$ cat src/rtl/cpr_pkg.sv
package cpr_pkg;
  // Byte offsets of the register window.
  localparam int unsigned OFF_RXSTAT  = 32'h080;
  localparam int unsigned OFF_RXDATA  = 32'h084;
  localparam int unsigned OFF_TXSTAT  = 32'h088;
  localparam int unsigned OFF_TXDATA  = 32'h08C;
  localparam int unsigned OFF_CONST   = 32'h100;
  localparam int unsigned OFF_SINK    = 32'h108;

  // Status register bit positions.
  localparam int unsigned BIT_IE      = 6;
  localparam int unsigned BIT_FLAG    = 7;

  // Interrupt vectors and the pending flag position.
  localparam logic [7:0]  VEC_RX      = 8'hF8;
  localparam logic [7:0]  VEC_TX      = 8'hFC;
  localparam int unsigned PEND_BIT    = 28;
  localparam int unsigned CONST_VALUE = 128;

  typedef enum logic [2:0] {
    SEL_NONE,
    SEL_RXSTAT,
    SEL_RXDATA,
    SEL_TXSTAT,
    SEL_TXDATA,
    SEL_CONST,
    SEL_SINK
  } cpr_sel_e;
endpackage

$ cat src/rtl/cpr_decode.sv
module cpr_decode
  import cpr_pkg::*;
#(
  parameter int ADDR_W = 12
) (
  input  logic [ADDR_W-1:0] addr,
  output cpr_sel_e          sel
);
  always_comb begin
    sel = SEL_NONE;
    if      (addr == ADDR_W'(OFF_RXSTAT)) sel = SEL_RXSTAT;
    else if (addr == ADDR_W'(OFF_RXDATA)) sel = SEL_RXDATA;
    else if (addr == ADDR_W'(OFF_TXSTAT)) sel = SEL_TXSTAT;
    else if (addr == ADDR_W'(OFF_TXDATA)) sel = SEL_TXDATA;
    else if (addr == ADDR_W'(OFF_CONST))  sel = SEL_CONST;
    else if (addr == ADDR_W'(OFF_SINK))   sel = SEL_SINK;
  end
endmodule

$ cat src/rtl/cpr_rx_hold.sv
module cpr_rx_hold #(
  parameter int CHAR_W = 8
) (
  input  logic              clk,
  input  logic              rst_n,
  input  logic              in_valid,
  input  logic [CHAR_W-1:0] in_data,
  output logic              in_ready,
  input  logic              consume,
  output logic              held,
  output logic [CHAR_W-1:0] char_q
);
  logic              held_q, held_d;
  logic [CHAR_W-1:0] data_q, data_d;
  logic              data_en;

  assign in_ready = ~held_q;
  assign held     = held_q;
  assign char_q   = data_q;

  always_comb begin
    held_d  = held_q;
    data_d  = data_q;
    data_en = 1'b0;
    if (in_valid && !held_q) begin
      held_d  = 1'b1;
      data_d  = in_data;
      data_en = 1'b1;
    end else if (consume) begin
      held_d  = 1'b0;
    end
  end

  always_ff @(posedge clk or negedge rst_n) begin
    if (!rst_n) begin
      held_q <= 1'b0;
      data_q <= '0;
    end else begin
      held_q <= held_d;
      if (data_en) data_q <= data_d;
    end
  end
endmodule

$ cat src/rtl/cpr_irq.sv
module cpr_irq
  import cpr_pkg::*;
(
  input  logic       clk,
  input  logic       rst_n,
  input  logic       rx_req,
  input  logic       tx_req,
  input  logic       ack,
  output logic       pending,
  output logic [7:0] vector
);
  logic       pend_q, pend_d;
  logic [7:0] vec_q, vec_d;
  logic       vec_en;

  assign pending = pend_q;
  assign vector  = vec_q;

  // Acknowledge wins over a same-cycle request; the request re-arms next cycle.
  always_comb begin
    pend_d = pend_q;
    vec_d  = vec_q;
    vec_en = 1'b0;
    if (ack) begin
      pend_d = 1'b0;
    end else if (rx_req || tx_req) begin
      pend_d = 1'b1;
      vec_d  = tx_req ? VEC_TX : VEC_RX;
      vec_en = 1'b1;
    end
  end

  always_ff @(posedge clk or negedge rst_n) begin
    if (!rst_n) begin
      pend_q <= 1'b0;
      vec_q  <= '0;
    end else begin
      pend_q <= pend_d;
      if (vec_en) vec_q <= vec_d;
    end
  end
endmodule

$ cat src/rtl/console_port_regs.sv
module console_port_regs
  import cpr_pkg::*;
#(
  parameter int ADDR_W = 12,
  parameter int BUS_W  = 32,
  parameter int CHAR_W = 8,
  parameter int STAT_W = 32
) (
  input  logic              clk,
  input  logic              rst_n,
  input  logic [ADDR_W-1:0] bus_addr,
  input  logic              bus_rd,
  input  logic              bus_wr,
  input  logic [BUS_W-1:0]  bus_wdata,
  output logic [BUS_W-1:0]  bus_rdata,
  input  logic              rx_valid,
  input  logic [CHAR_W-1:0] rx_data,
  output logic              rx_ready,
  output logic              tx_valid,
  output logic [CHAR_W-1:0] tx_data,
  output logic              irq,
  output logic [7:0]        irq_vector,
  output logic [STAT_W-1:0] sys_status
);
  localparam int PEND_POS = PEND_BIT;

  cpr_sel_e          sel;
  logic              held;
  logic [CHAR_W-1:0] held_char;
  logic              pending;

  logic              rx_en_q, rx_en_d, tx_en_q, tx_en_d;
  logic [BUS_W-1:0]  rdata_q, rdata_d;
  logic              tx_valid_q, tx_valid_d;
  logic [CHAR_W-1:0] tx_data_q;

  logic wr_rxstat, wr_txstat, wr_txdata, rd_rxdata;

  cpr_decode #(.ADDR_W(ADDR_W)) u_decode (
    .addr (bus_addr),
    .sel  (sel)
  );

  assign wr_rxstat = bus_wr && (sel == SEL_RXSTAT);
  assign wr_txstat = bus_wr && (sel == SEL_TXSTAT);
  assign wr_txdata = bus_wr && (sel == SEL_TXDATA);
  assign rd_rxdata = bus_rd && (sel == SEL_RXDATA);

  cpr_rx_hold #(.CHAR_W(CHAR_W)) u_rx_hold (
    .clk      (clk),
    .rst_n    (rst_n),
    .in_valid (rx_valid),
    .in_data  (rx_data),
    .in_ready (rx_ready),
    .consume  (rd_rxdata),
    .held     (held),
    .char_q   (held_char)
  );

  cpr_irq u_irq (
    .clk     (clk),
    .rst_n   (rst_n),
    .rx_req  (rx_en_q && held),
    .tx_req  (tx_en_q),
    .ack     (wr_rxstat || wr_txstat),
    .pending (pending),
    .vector  (irq_vector)
  );

  // Enable bits and the read mux.
  always_comb begin
    rx_en_d = wr_rxstat ? bus_wdata[BIT_IE] : rx_en_q;
    tx_en_d = wr_txstat ? bus_wdata[BIT_IE] : tx_en_q;
    rdata_d = '0;
    case (sel)
      SEL_RXSTAT: begin
        rdata_d[BIT_FLAG] = held;
        rdata_d[BIT_IE]   = rx_en_q;
      end
      SEL_RXDATA: if (held) rdata_d[CHAR_W-1:0] = held_char;
      SEL_TXSTAT: begin
        rdata_d[BIT_FLAG] = 1'b1;
        rdata_d[BIT_IE]   = tx_en_q;
      end
      SEL_CONST:  rdata_d = BUS_W'(CONST_VALUE);
      default:    rdata_d = '0;
    endcase
    tx_valid_d = wr_txdata;
  end

  always_ff @(posedge clk or negedge rst_n) begin
    if (!rst_n) begin
      rx_en_q    <= 1'b0;
      tx_en_q    <= 1'b0;
      rdata_q    <= '0;
      tx_valid_q <= 1'b0;
      tx_data_q  <= '0;
    end else begin
      rx_en_q    <= rx_en_d;
      tx_en_q    <= tx_en_d;
      tx_valid_q <= tx_valid_d;
      if (bus_rd)    rdata_q   <= rdata_d;
      if (wr_txdata) tx_data_q <= bus_wdata[CHAR_W-1:0];
    end
  end

  assign bus_rdata = rdata_q;
  assign tx_valid  = tx_valid_q;
  assign tx_data   = tx_data_q;
  assign irq       = pending;

  always_comb begin
    sys_status           = '0;
    sys_status[PEND_POS] = pending;
  end
endmodule

$ cat config.mk
export PLATFORM = sky130hd
export DESIGN_NAME = console_port_regs
export DESIGN_NICKNAME = d
export VERILOG_FILES = /design/src/rtl/cpr_pkg.sv /design/src/rtl/cpr_decode.sv /design/src/rtl/cpr_rx_hold.sv /design/src/rtl/cpr_irq.sv /design/src/rtl/console_port_regs.sv
export SDC_FILE = /design/constraint.sdc
export NUM_CORES = 1
export LEC_CHECK = 0
export BUFFER_PORTS_ARGS = -buffer_cell sky130_fd_sc_hd__buf_2
export CORE_ASPECT_RATIO = 2
export CORE_MARGIN = 2
export CORE_UTILIZATION = 40
export DETAILED_ROUTE_END_ITERATION = 10
export GPL_TIMING_DRIVEN = 0
export PLACE_DENSITY = 0.79
export SETUP_SLACK_MARGIN = 0.2
export SYNTH_ARGS = -nofsm -noshare
export SYNTH_HDL_FRONTEND = slang
export SYNTH_HIERARCHICAL = 1
export SYNTH_SLANG_ARGS = --single-unit
$ cat constraint.sdc
create_clock -name clk -period 1.3 [get_ports clk]
set_input_delay 0.26 -clock clk [delete_from_list [all_inputs] [get_ports clk]]
set_output_delay 0.26 -clock clk [all_outputs]
set_load 0.02 [all_outputs]
==> summary.md, run 1 <==
| Metric | Value |
|---|---|
| # fillers | `around 350` |
| Synth warn | `6` |
| CP top delay family | `buffers and inverters` |
| Synth Flop Type | `dfrtp_1` |
| GP Congestion | `0.802` |
| I/O pin cnt | `140` |
| Root Driver | `clkbuf_8` |
| Mapped Cells | `171` |
| Synth cell types | `31` |
| Die area | `5380 um2` |
| Count leader, synth | `buf_4` |
| Maximum VDD drop | `0.871 mV` |
| Post-route ant nets | `0` |
| Most common library cells after synthesis | `63 x buf_4, 31 x dfrtp_1, 11 x mux2_2` |
| Dpl hpwl | `2840 um` |
| Gr usage total | `0.143` |
| Area Growth Syn to Fin | `62.8%` |
| Worst Setup Path Type | `input pin to register` |
| CP Launch Type | `input pin` |
| Area share of the largest cell type after synthesis | `0.406` |
| Via-to-Cell Ratio | `4.06` |
| Crit-path max FO | `7` |
| Starting DRT DRC Count | `12` |
| Initial Util | `0.415` |
| Top post-synthesis cells by area | `dfrtp_1 41%, buf_4 25%, mux2_2 6.5%` |
| Reg clk slew, reported paths | `0.07 ns` |
| Unrepaired setup endpoints after global routing | `yes` |
| Crit path DAT | `1.65 ns` |
| Vias in the first global route | `about 1300` |
| Core Box Area | `4600 um2` |
| Slew @ Worst Pin | `0.659 ns` |
| Nets | `378` |
| Busiest grt layer | `met2` |
| R2R depth | `3` |
| Setup violators final | `21` |
| Pwr Density | `roughly 790 nW/um2` |
| Slew headroom | `0.561` |
| Num CTS Buffers | `5` |
| Post-route minimum period | `about 1.5 ns` |
| DR vias | `1529` |
| 1st-pass router iterations | `4` |
| Max_cap viols | `0` |
| Required time worst endpoint | `1.47 ns` |
| Final worst slack | `-0.176 ns` |
| Placement Setup Slack | `-0.724 ns` |
| Met1 Usage GRT | `0.145` |
| Critical-path cell list | `buf_6, nor2b_4, a21oi_1, nor3_2, buf_6, buf_6, nor3_4, buf_6, mux2_4` |
| Sequential-to-total area share from yosys stat | `0.406` |
| Post-synth EDFFs | `0` |
| Initial antenna violation count | `0` |
| Largest net degree at the start of global routing | `32` |
| DR WL/cell | `11.5 um` |
| First-pass GRT wire length | `5640 um` |
| Share of layout cells above drive strength 1 | `0.615` |
| Die Y | `102 um` |
| GRT met2 Usage | `0.262` |
| Clock skew | `0.00622 ns` |
| Tcrit/Tclk final | `1.14` |
| Outcome | `finished with violations` |
| Pleak | `1.74 nW` |
| Crit-path max cell delay | `~0.31 ns` |
| Clk Latency, worst-skew pair | `a little under 0.3 ns` |
| H-tree levels | `2` |
| Worst hold slack | `-0.00213 ns` |
| Slew Viols, Final | `0` |
| Hold Path Class | `input pin to async pin` |
| Die X | `52.9 um` |
| Hold Fails Final Rpt | `1` |
| Syn Area/Cell | `between 10 and 15 um2` |
| Yosys top cell by area | `dfrtp_1` |
| Failing checks | `negative hold slack, negative setup slack` |
| Met3 Track Usage GR | `0.0310` |
| CTS tree | `built` |
| CP Depth | `9` |
| Port Buffers | `between 50 and 60` |
| CTS Sinks | `31` |
| Critical path's slowest cell | `mux2_4` |
| Row count | `35` |
| Drt total wl | `between 4000 and 5000 um` |
| Max Freq | `677 MHz` |
| GR Overflow Total | `0` |
| Crit end category | `register` |
| Synthesized area | `1910 um2` |
| Clock tree buffer depth | `2` |
| Most used cell, CP | `buf_6` |
| Bufs and invs on worst path | `4` |
| Diodes inserted | `0` |
| # DRC | `0` |
| Post-synth ARST share | `1.00` |
| Synthesis-stage register bit count | `31` |
==> repair_timing <==
item                       CTS  global route
hold endpoints to repair     0             0
buffers inserted            12            17
pin swaps                   10            12
gates cloned                 1             0
gates resized for setup     47            31
setup endpoints to repair   41            54
hold buffers                 0             0
==> cells by family (layout without fill, tap and decap cells) <==
| family | count (synthesis) | after routing | synth area share |
|---|---|---|---|
| mux | 19 | 19 | 0.128 |
| compound gates | 18 | 18 | 0.0727 |
| other cells | 2 | 57 | 0.00393 |
| buf+inv | 70 | 166 | 0.274 |
| xor+xnor | 2 | 2 | 0.00918 |
| simple gates | 29 | 29 | 0.106 |
| flops | 31 | 31 | 0.406 |
==> cell usage in the layout, fill, tap and decap left out, types with 2 or more instances in the layout <==
cell type,instances
nor2_2,2
nor2b_1,2
buf_2,31
nor3_2,2
xor2_1,2
conb_1,57
nand2_1,2
buf_4,85
nor4_4,2
buf_6,38
dfrtp_1,30
clkbuf_8,6
a22o_1,7
a21oi_1,3
mux2_4,15
inv_1,2
o21bai_1,2
mux2_2,4
a32oi_1,2
nor2_1,6
==> final cells by class <==
class | count | area, um2 | share of cell area
flip-flops and latches | 31 | 777 | 0.250
repair buffers | 88 | 699 | 0.225
clock buffers | 6 | 82.6 | 0.0266
clock inverters | 2 | 35.0 | 0.0113
multi-input cells | 125 | 898 | 0.289
inverters | 3 | 11.3 | 0.00362
plain buffers | 67 | 537 | 0.173
well taps | 55 | 68.8 | 0.0221
==> per-stage QoR <==
stage                     total power [mW]  cells   util  TNS (ns)  cell area, um2
after global placement                1.44    339  0.546    -11.00            2510
final                                 2.46    377  0.676     -2.86            3110
after detailed placement              1.45    339  0.546    -11.98            2510
after CTS                             2.44    360  0.626     -3.44            2880
after global routing                  2.57    377  0.676     -4.88            3110
after floorplan                       1.35    226      -     -5.82            2150
==> layer usage <==
metal	wire length, um	up-vias
li1	-	756
met1	1420	679
met2	2420	87
met3	409	7
met4	82	0
met5	0	-
==> flip-flops by register name, summed over array words and instances, names as in the netlist <==
register,count
bus_rdata,8
u_irq/pending,1
tx_valid,1
rx_en_q,1
u_irq/vector,2
tx_data,8
u_rx_hold/char_q,8
u_rx_hold/held,1
tx_en_q,1
==> power by group <==
group	switching [mW]	internal, mW
logic	0.257	0.216
registers	0.0132	0.984
clock network	0.368	0.620
==> path summary, 6_finish.rpt <==
check / start / end / slack [ns]
min in group clk: rx_data[5] / u_rx_hold/char_q[5] / 0.20
max in group asynchronous: rst_n / u_irq/vector[3] / 0.83
setup reg to reg: u_rx_hold/held / u_rx_hold/char_q[7] / 0.13
setup / recovery: bus_addr[7] / tx_data[2] / -0.18
hold / removal: rst_n / tx_data[2] / -0.002
hold reg to reg: u_rx_hold/char_q[0] / bus_rdata[0] / 0.50
(Power assumes the default switching activity.)
==> run 2, diff against run 1 <==
--- a/config.mk
+++ b/config.mk
@@ -14,3 +14,3 @@
 export PLACE_DENSITY = 0.79
-export SETUP_SLACK_MARGIN = 0.2
+export SETUP_SLACK_MARGIN = 0.5
 export SYNTH_ARGS = -nofsm -noshare
==> constraint.sdc (replaced) <==
create_clock -name clk -period 1.3 [get_ports clk]
set_input_delay 0.195 -clock clk [delete_from_list [all_inputs] [get_ports clk]]
set_output_delay 0.195 -clock clk [all_outputs]
set_load 0.02 [all_outputs]
==> run 2 against run 1 <==
Largest power group unchanged. Die area unchanged. Wire length decreased by 0.48%. Clock power decreased by 30%. The flow still finishes with violations (negative hold slack, negative setup slack). Worst hold slack got worse by 0.047 ns. Design area increased by 2.1%. Register-to-register slack got worse by 0.03 ns.
==> summary.md, run 2 (synthesis results as in run 1) <==
| Metric | Value |
|---|---|
| Outcome | `finished with violations` |
| Failing checks | `negative hold slack, negative setup slack` |
| Required time worst endpoint | `1.45 ns (-0.02 ns)` |
| Starting DRT DRC Count | `4 (-8)` |
| CP Launch Point | `bus_addr[1]` |
| CP Launch Type | `input pin` |
| Reg clk slew, reported paths | `0.06 ns (about the same)` |
| FF-to-FF End | `u_rx_hold/char_q[6]` |
| Crit path DAT | `1.67 ns (+0.02 ns)` |
| FF+latch area | `778 um2 (+0.16%)` |
| Worst Setup Path Type | `input pin to register` |
| Pleak | `1.73 nW (-0.60%)` |
| Bufs and invs on worst path | `3 (-1)` |
| 1st-pass router iterations | `3 (-1)` |
| Root Driver | `clkbuf_8` |
| Pwr Density | `686 nW/um2 (-13%)` |
| Initial Util | `0.415 (unchanged)` |
| Clock tree buffer depth | `2 (unchanged)` |
| Slew Viols, Final | `0 (unchanged)` |
| Core Box Area | `4600 um2 (unchanged)` |
| Slew headroom | `0.559 (-0.00178)` |
| Area Growth Syn to Fin | `66.2%` |
| Final worst slack | `-0.215 ns (-0.0386 ns)` |
| CTS tree | `built` |
| CP top delay family | `simple AND/OR/NAND/NOR gates` |
| Most frequent cells in the layout | `78 x buf_4, 57 x conb_1, 45 x buf_6, 29 x dfrtp_1, 27 x buf_2` |
| Tcrit/Tclk final | `1.17 (+0.0297)` |
| Clock skew | `0.00417 ns (-0.00205 ns)` |
| Row count | `35 (unchanged)` |
| Clk Latency, worst-skew pair | `0.27 ns (-0.02 ns)` |
| Most used cell, CP | `buf_6` |
| Worst hold slack | `-0.0488 ns (-0.0467 ns)` |
| Initial antenna violation count | `0 (unchanged)` |
| Max Freq | `660 MHz (-2.5%)` |
| Maximum VDD drop | `0.638 mV (-27%)` |
| Max_cap viols | `0 (unchanged)` |
| Drt total wl | `4310 um (-0.48%)` |
| Largest net degree at the start of global routing | `32 (unchanged)` |
| Unrepaired setup endpoints after global routing | `yes` |
| Critical path's slowest cell | `mux2_4` |
| First-pass GRT wire length | `5980 um (+5.9%)` |
| End of the critical path | `tx_data[7]` |
| Crit-path max cell delay | `0.29 ns (-0.02 ns)` |
| R2R depth | `3 (unchanged)` |
| # fillers | `345 (-1.7%)` |
| Setup violators final | `18 (-14%)` |
| I/O pin cnt | `140 (unchanged)` |
| Placed Area | `2530 um2 (+0.70%)` |
| Commonest non-fill, non-tap cell in the layout | `buf_4` |
| Final TNS setup | `-2.84 ns (+0.0250 ns)` |
| Num CTS Buffers | `5 (unchanged)` |
| GP Congestion | `0.805 (+0.29%)` |
| Area occupied by multi-input gates | `961 um2 (+7.0%)` |
| Die Y | `102 um (unchanged)` |
| DR vias | `1543 (+0.92%)` |
| Slew @ Worst Pin | `0.661 ns (+0.00267 ns)` |
| CP Depth | `9 (unchanged)` |
| CTS Sinks | `31 (unchanged)` |
| Post-route minimum period | `1.51 ns (+0.0386 ns)` |
| Hold Fails Final Rpt | `31 (+30)` |
| GR Overflow Total | `0 (unchanged)` |
| Post-route ant nets | `0 (unchanged)` |
| Setup slack, reg-to-reg | `0.10 ns (-0.03 ns)` |
| Die area | `5380 um2 (unchanged)` |
| Share of layout cells above drive strength 1 | `0.627 (+0.0121)` |
| Vias in the first global route | `1414 (+7.9%)` |
| RR Startpoint | `u_rx_hold/held` |
| Placement Setup Slack | `-0.656 ns (+0.0684 ns)` |
| DR WL/cell | `11.5 um (+0.31%)` |
| Gr usage total | `0.148 (+0.00521)` |
| Port Buffers | `58 (unchanged)` |
| Hold Path Class | `input pin to async pin` |
| Final instance area | `3170 um2 (+2.1%)` |
| Diodes inserted | `0 (unchanged)` |
| Die X | `52.9 um (unchanged)` |
| Crit-path max FO | `4 (-3)` |
| Critical-path cell list | `buf_6, nor4_4, nand2_2, nor2_2, buf_6, nand2_4, nor3_4, clkbuf_16, mux2_4` |
| Nets | `375 (-0.79%)` |
| Via-to-Cell Ratio | `4.13 (+1.7%)` |
| # DRC | `0 (unchanged)` |
| H-tree levels | `2 (unchanged)` |
| Dpl hpwl | `2940 um (+3.5%)` |
| Crit end category | `register` |
==> run 2: cell count changes in the layout (fill, tap and decap cells not counted), sizes merged <==
| cell | previous run | this run |
|---|---|---|
| bufinv | 1 | 0 |
| buf | 155 | 151 |
| clkbuf | 6 | 8 |
==> run 2: worst min path at each step <==
stage | start | end | slack (ns) | depth (start not counted)
finish | rst_n | tx_data[3] | -0.05 | 1
global route | rst_n | tx_data[3] | 0.01 | 1
CTS | rst_n | tx_data[3] | -0.03 | 1
detailed placement | rst_n | tx_data[3] | 0.26 | 1
global placement | rst_n | tx_data[3] | 0.26 | 1
floorplan | rst_n | bus_rdata[0] | -0.10 | 0
==> run 2: area by class of cell <==
| type | instances | share of cell area |
|---|---|---|
| plain buffers | 67 | 0.170 |
| clock buffers | 7 | 0.0241 |
| clock inverters | 1 | 0.00158 |
| inverters | 3 | 0.00355 |
| multi-input cells | 125 | 0.303 |
| flip-flops and latches | 31 | 0.245 |
| well taps | 55 | 0.0217 |
| repair buffers | 85 | 0.231 |
==> run 2: what timing repair did <==
item | CTS | global route
gates resized for setup | 79 | 17
pin swaps | 10 | 12
hold endpoints to repair | 31 | 0
gates cloned | 1 | 1
setup endpoints to repair | 57 | 57
setup buffers | 14 | 11
==> run 2: per-stage QoR <==
step | std cells | utilization | total power [mW]
global route | 374 | 0.690 | 2.28
CTS | 362 | 0.652 | 2.17
finish | 374 | 0.690 | 2.18
floorplan | 226 | - | 1.35
global placement | 339 | 0.549 | 1.44
detailed placement | 339 | 0.549 | 1.45
==> run 2: power breakdown <==
group | switching [mW] | internal [mW] | leakage [nW]
Clock | 0.320 | 0.374 | 0.0422
Sequential | 0.0141 | 0.985 | 0.407
Combinational | 0.262 | 0.222 | 1.28
Total | 0.596 | 1.58 | 1.73
==> run 2: worst register-to-register path, delay by kind of cell, from the launching register on <==
kind                   cells  cell delay (ns)
buffers and inverters      1             0.16
DFF                        1             0.44
muxes                      1             0.31
and+or+nand+nor            1             0.18
==> run 2: per-layer routing <==
metal  part of all wire  track usage  vias to the layer above
li1                   -            -                      748
met1               0.32        0.139                      699
met2               0.58        0.288                       88
met3              0.080       0.0280                        8
met4              0.027       0.0671                        0
met5                  0            0                        -
==> run 3, diff against run 2 <==
Settings changed: CORE_ASPECT_RATIO 2 to 1.4, SETUP_SLACK_MARGIN 0.5 to 0.15, SKIP_LAST_GASP set to 1.
==> run 3 against run 2 <==
The run ends with negative setup slack left. Count of clock-buffer cells in the layout down 2. Highest routed layer unchanged. Largest power group unchanged. Global-route usage up 0.56 points. Final cell count down 2.4%. Sequential share of layout area up 2.9 points. Core utilization down 6.9 points. Largest cell class unchanged. Design area down 11%. Clock power up 3.7%. Register-to-register slack better by 0.05 ns. Non-clock buffer count down 16. Sequential power about the same. Combinational power down 5.4%. Critical path type unchanged.
==> summary.md, run 3 (synthesis results as in run 1) <==
| Metric | Value |
|---|---|
| Hold Fails Final Rpt | `0 (-100%)` |
| Max Freq | `681 MHz (+3.2%)` |
| First-pass GRT wire length | `6440 um (+7.8%)` |
| Max_cap viols | `0 (unchanged)` |
| Initial antenna violation count | `0 (unchanged)` |
| Final instance area | `2840 um2 (-11%)` |
| Dpl hpwl | `2850 um (-2.9%)` |
| Die Y | `85.7 um (-16%)` |
| # DRC | `0 (unchanged)` |
| Share of layout cells above drive strength 1 | `0.587 (-0.0395)` |
| Maximum VDD drop | `0.872 mV (+37%)` |
| Port Buffers | `58 (unchanged)` |
| Core Box Area | `4570 um2 (-0.57%)` |
| Post-route ant nets | `0 (unchanged)` |
| Crit path DAT | `1.63 ns (-0.04 ns)` |
| Crit end category | `register` |
| Area Growth Syn to Fin | `48.7%` |
| Initial Util | `0.418 (+0.00239)` |
| Drt total wl | `3810 um (-12%)` |
| Starting DRT DRC Count | `14 (+10)` |
| Slew headroom | `0.551 (-0.00850)` |
| Root Driver | `clkbuf_8` |
| Num CTS Buffers | `5 (unchanged)` |
| Failing checks | `negative setup slack` |
| Tcrit/Tclk final | `1.13 (-0.0356)` |
| Placement Setup Slack | `-0.676 ns (-0.0205 ns)` |
| Vias in the first global route | `1410 (-0.28%)` |
| Pleak | `1.59 nW (-7.8%)` |
| Via-to-Cell Ratio | `3.95 (-4.3%)` |
| Nets | `359 (-4.3%)` |
| CP Launch Type | `input pin` |
| Unrepaired setup endpoints after global routing | `yes` |
| Diodes inserted | `0 (unchanged)` |
| CTS Sinks | `31 (unchanged)` |
| Clock skew | `0.00203 ns (-0.00214 ns)` |
| Setup violators final | `19 (+1)` |
| Commonest non-fill, non-tap cell in the layout | `buf_4` |
| Post-route minimum period | `1.47 ns (-0.0463 ns)` |
| CTS tree | `built` |
| Gr usage total | `0.153 (+0.00556)` |
| H-tree levels | `2 (unchanged)` |
| Crit-path max FO | `9 (+5)` |
| Clk Latency, worst-skew pair | `0.27 ns (about the same)` |
| DR WL/cell | `10.4 um (-9.4%)` |
| GR Overflow Total | `0 (unchanged)` |
| Row count | `29 (-17%)` |
| GP Congestion | `0.739 (-8.1%)` |
| 1st-pass router iterations | `4 (+1)` |
| Placed Area | `2520 um2 (-0.35%)` |
| Final worst slack | `-0.169 ns (+0.0463 ns)` |
| DR vias | `1441 (-6.6%)` |
| Worst Setup Path Type | `input pin to register` |
| Reg clk slew, reported paths | `0.07 ns (about the same)` |
| Die X | `62.4 um (+18%)` |
| Hold Path Class | `input pin to register` |
| Pwr Density | `766 nW/um2 (+12%)` |
| Outcome | `finished with violations` |
| Required time worst endpoint | `1.46 ns (about the same)` |
| Largest net degree at the start of global routing | `32 (unchanged)` |
| Die area | `5350 um2 (-0.48%)` |
| # fillers | `403 (+17%)` |
| Slew Viols, Final | `0 (unchanged)` |
| Slew @ Worst Pin | `0.674 ns (+0.0127 ns)` |
| I/O pin cnt | `140 (unchanged)` |
| Most frequent cells in the layout | `64 x buf_4, 57 x conb_1, 50 x buf_2, 29 x dfrtp_1, 19 x buf_6` |
| Clock tree buffer depth | `2 (unchanged)` |
[run 3: changes by cell type in the layout (fill, tap and decap cells not counted), sizes merged]
cell,delta
clkinvlp,+2
clkbuf,-3
buf,-16
dlygate4sd3,+1
[run 3: routing by layer]
layer | global-route usage | wire [um] | vias up
met3 | 0.0643 | 387 | 2
li1 | - | - | 718
met1 | 0.150 | 1300 | 643
met4 | 0.0364 | 10 | 0
met5 | 0 | 0 | -
met2 | 0.297 | 2110 | 78
[run 3: layout make-up]
cell class	instances	area (um2)	area share
clock inverter	3	20.0	0.00705
multi-input combinational	125	888	0.313
inverter	3	11.3	0.00397
buffer	67	537	0.189
tap	62	77.6	0.0273
clock buffer	5	68.8	0.0242
sequential	31	778	0.274
timing repair buffer	69	458	0.161
[run 3: report_power, final]
group          leakage [nW]  switching [mW]  internal, mW
clock                0.0402           0.350         0.371
sequential            0.407          0.0115         0.984
combinational          1.15           0.254         0.205
[run 3: repair_timing]
item                                   4_1_cts  5_1_grt
buffers inserted                             7        2
pin swaps                                    6        3
setup endpoints to repair                   36       37
endpoints found under the hold margin       31        0
resized for setup                           32        6
hold buffers                                 1        0
gates cloned                                 1        0
[run 3: critical path, cell delays in order]
cell     delay, ns
buf_6         0.10
nor4_4        0.28
nand2_2       0.11
nor3_2        0.22
buf_6         0.16
buf_12        0.11
nor3_4        0.04
buf_12        0.13
mux2_2        0.26
[run 3: stage by stage]
step	TNS, ns	power, mW	instances	utilization	hold WS, ns
floorplan	-4.43	1.35	226	-	-0.101
global placement	-9.85	1.44	346	0.551	0.259
detailed placement	-10.79	1.45	346	0.551	0.282
CTS	-3.19	2.21	363	0.614	0.132
global route	-4.12	2.30	365	0.621	0.134
finish	-2.70	2.18	365	0.621	0.145
[run 3: path summary, 6_finish.rpt]
path	startpoint	endpoint	slack, ns	cells after the start
max in group asynchronous	rst_n	u_rx_hold/held	0.32	2
setup / recovery	bus_addr[6]	tx_data[0]	-0.17	9
min in group asynchronous	rst_n	bus_rdata[4]	0.51	2
hold / removal	rx_data[2]	u_rx_hold/char_q[2]	0.15	2
setup reg to reg	u_rx_hold/held	bus_rdata[4]	0.15	4
hold reg to reg	bus_rdata[6]	bus_rdata[6]	0.50	1
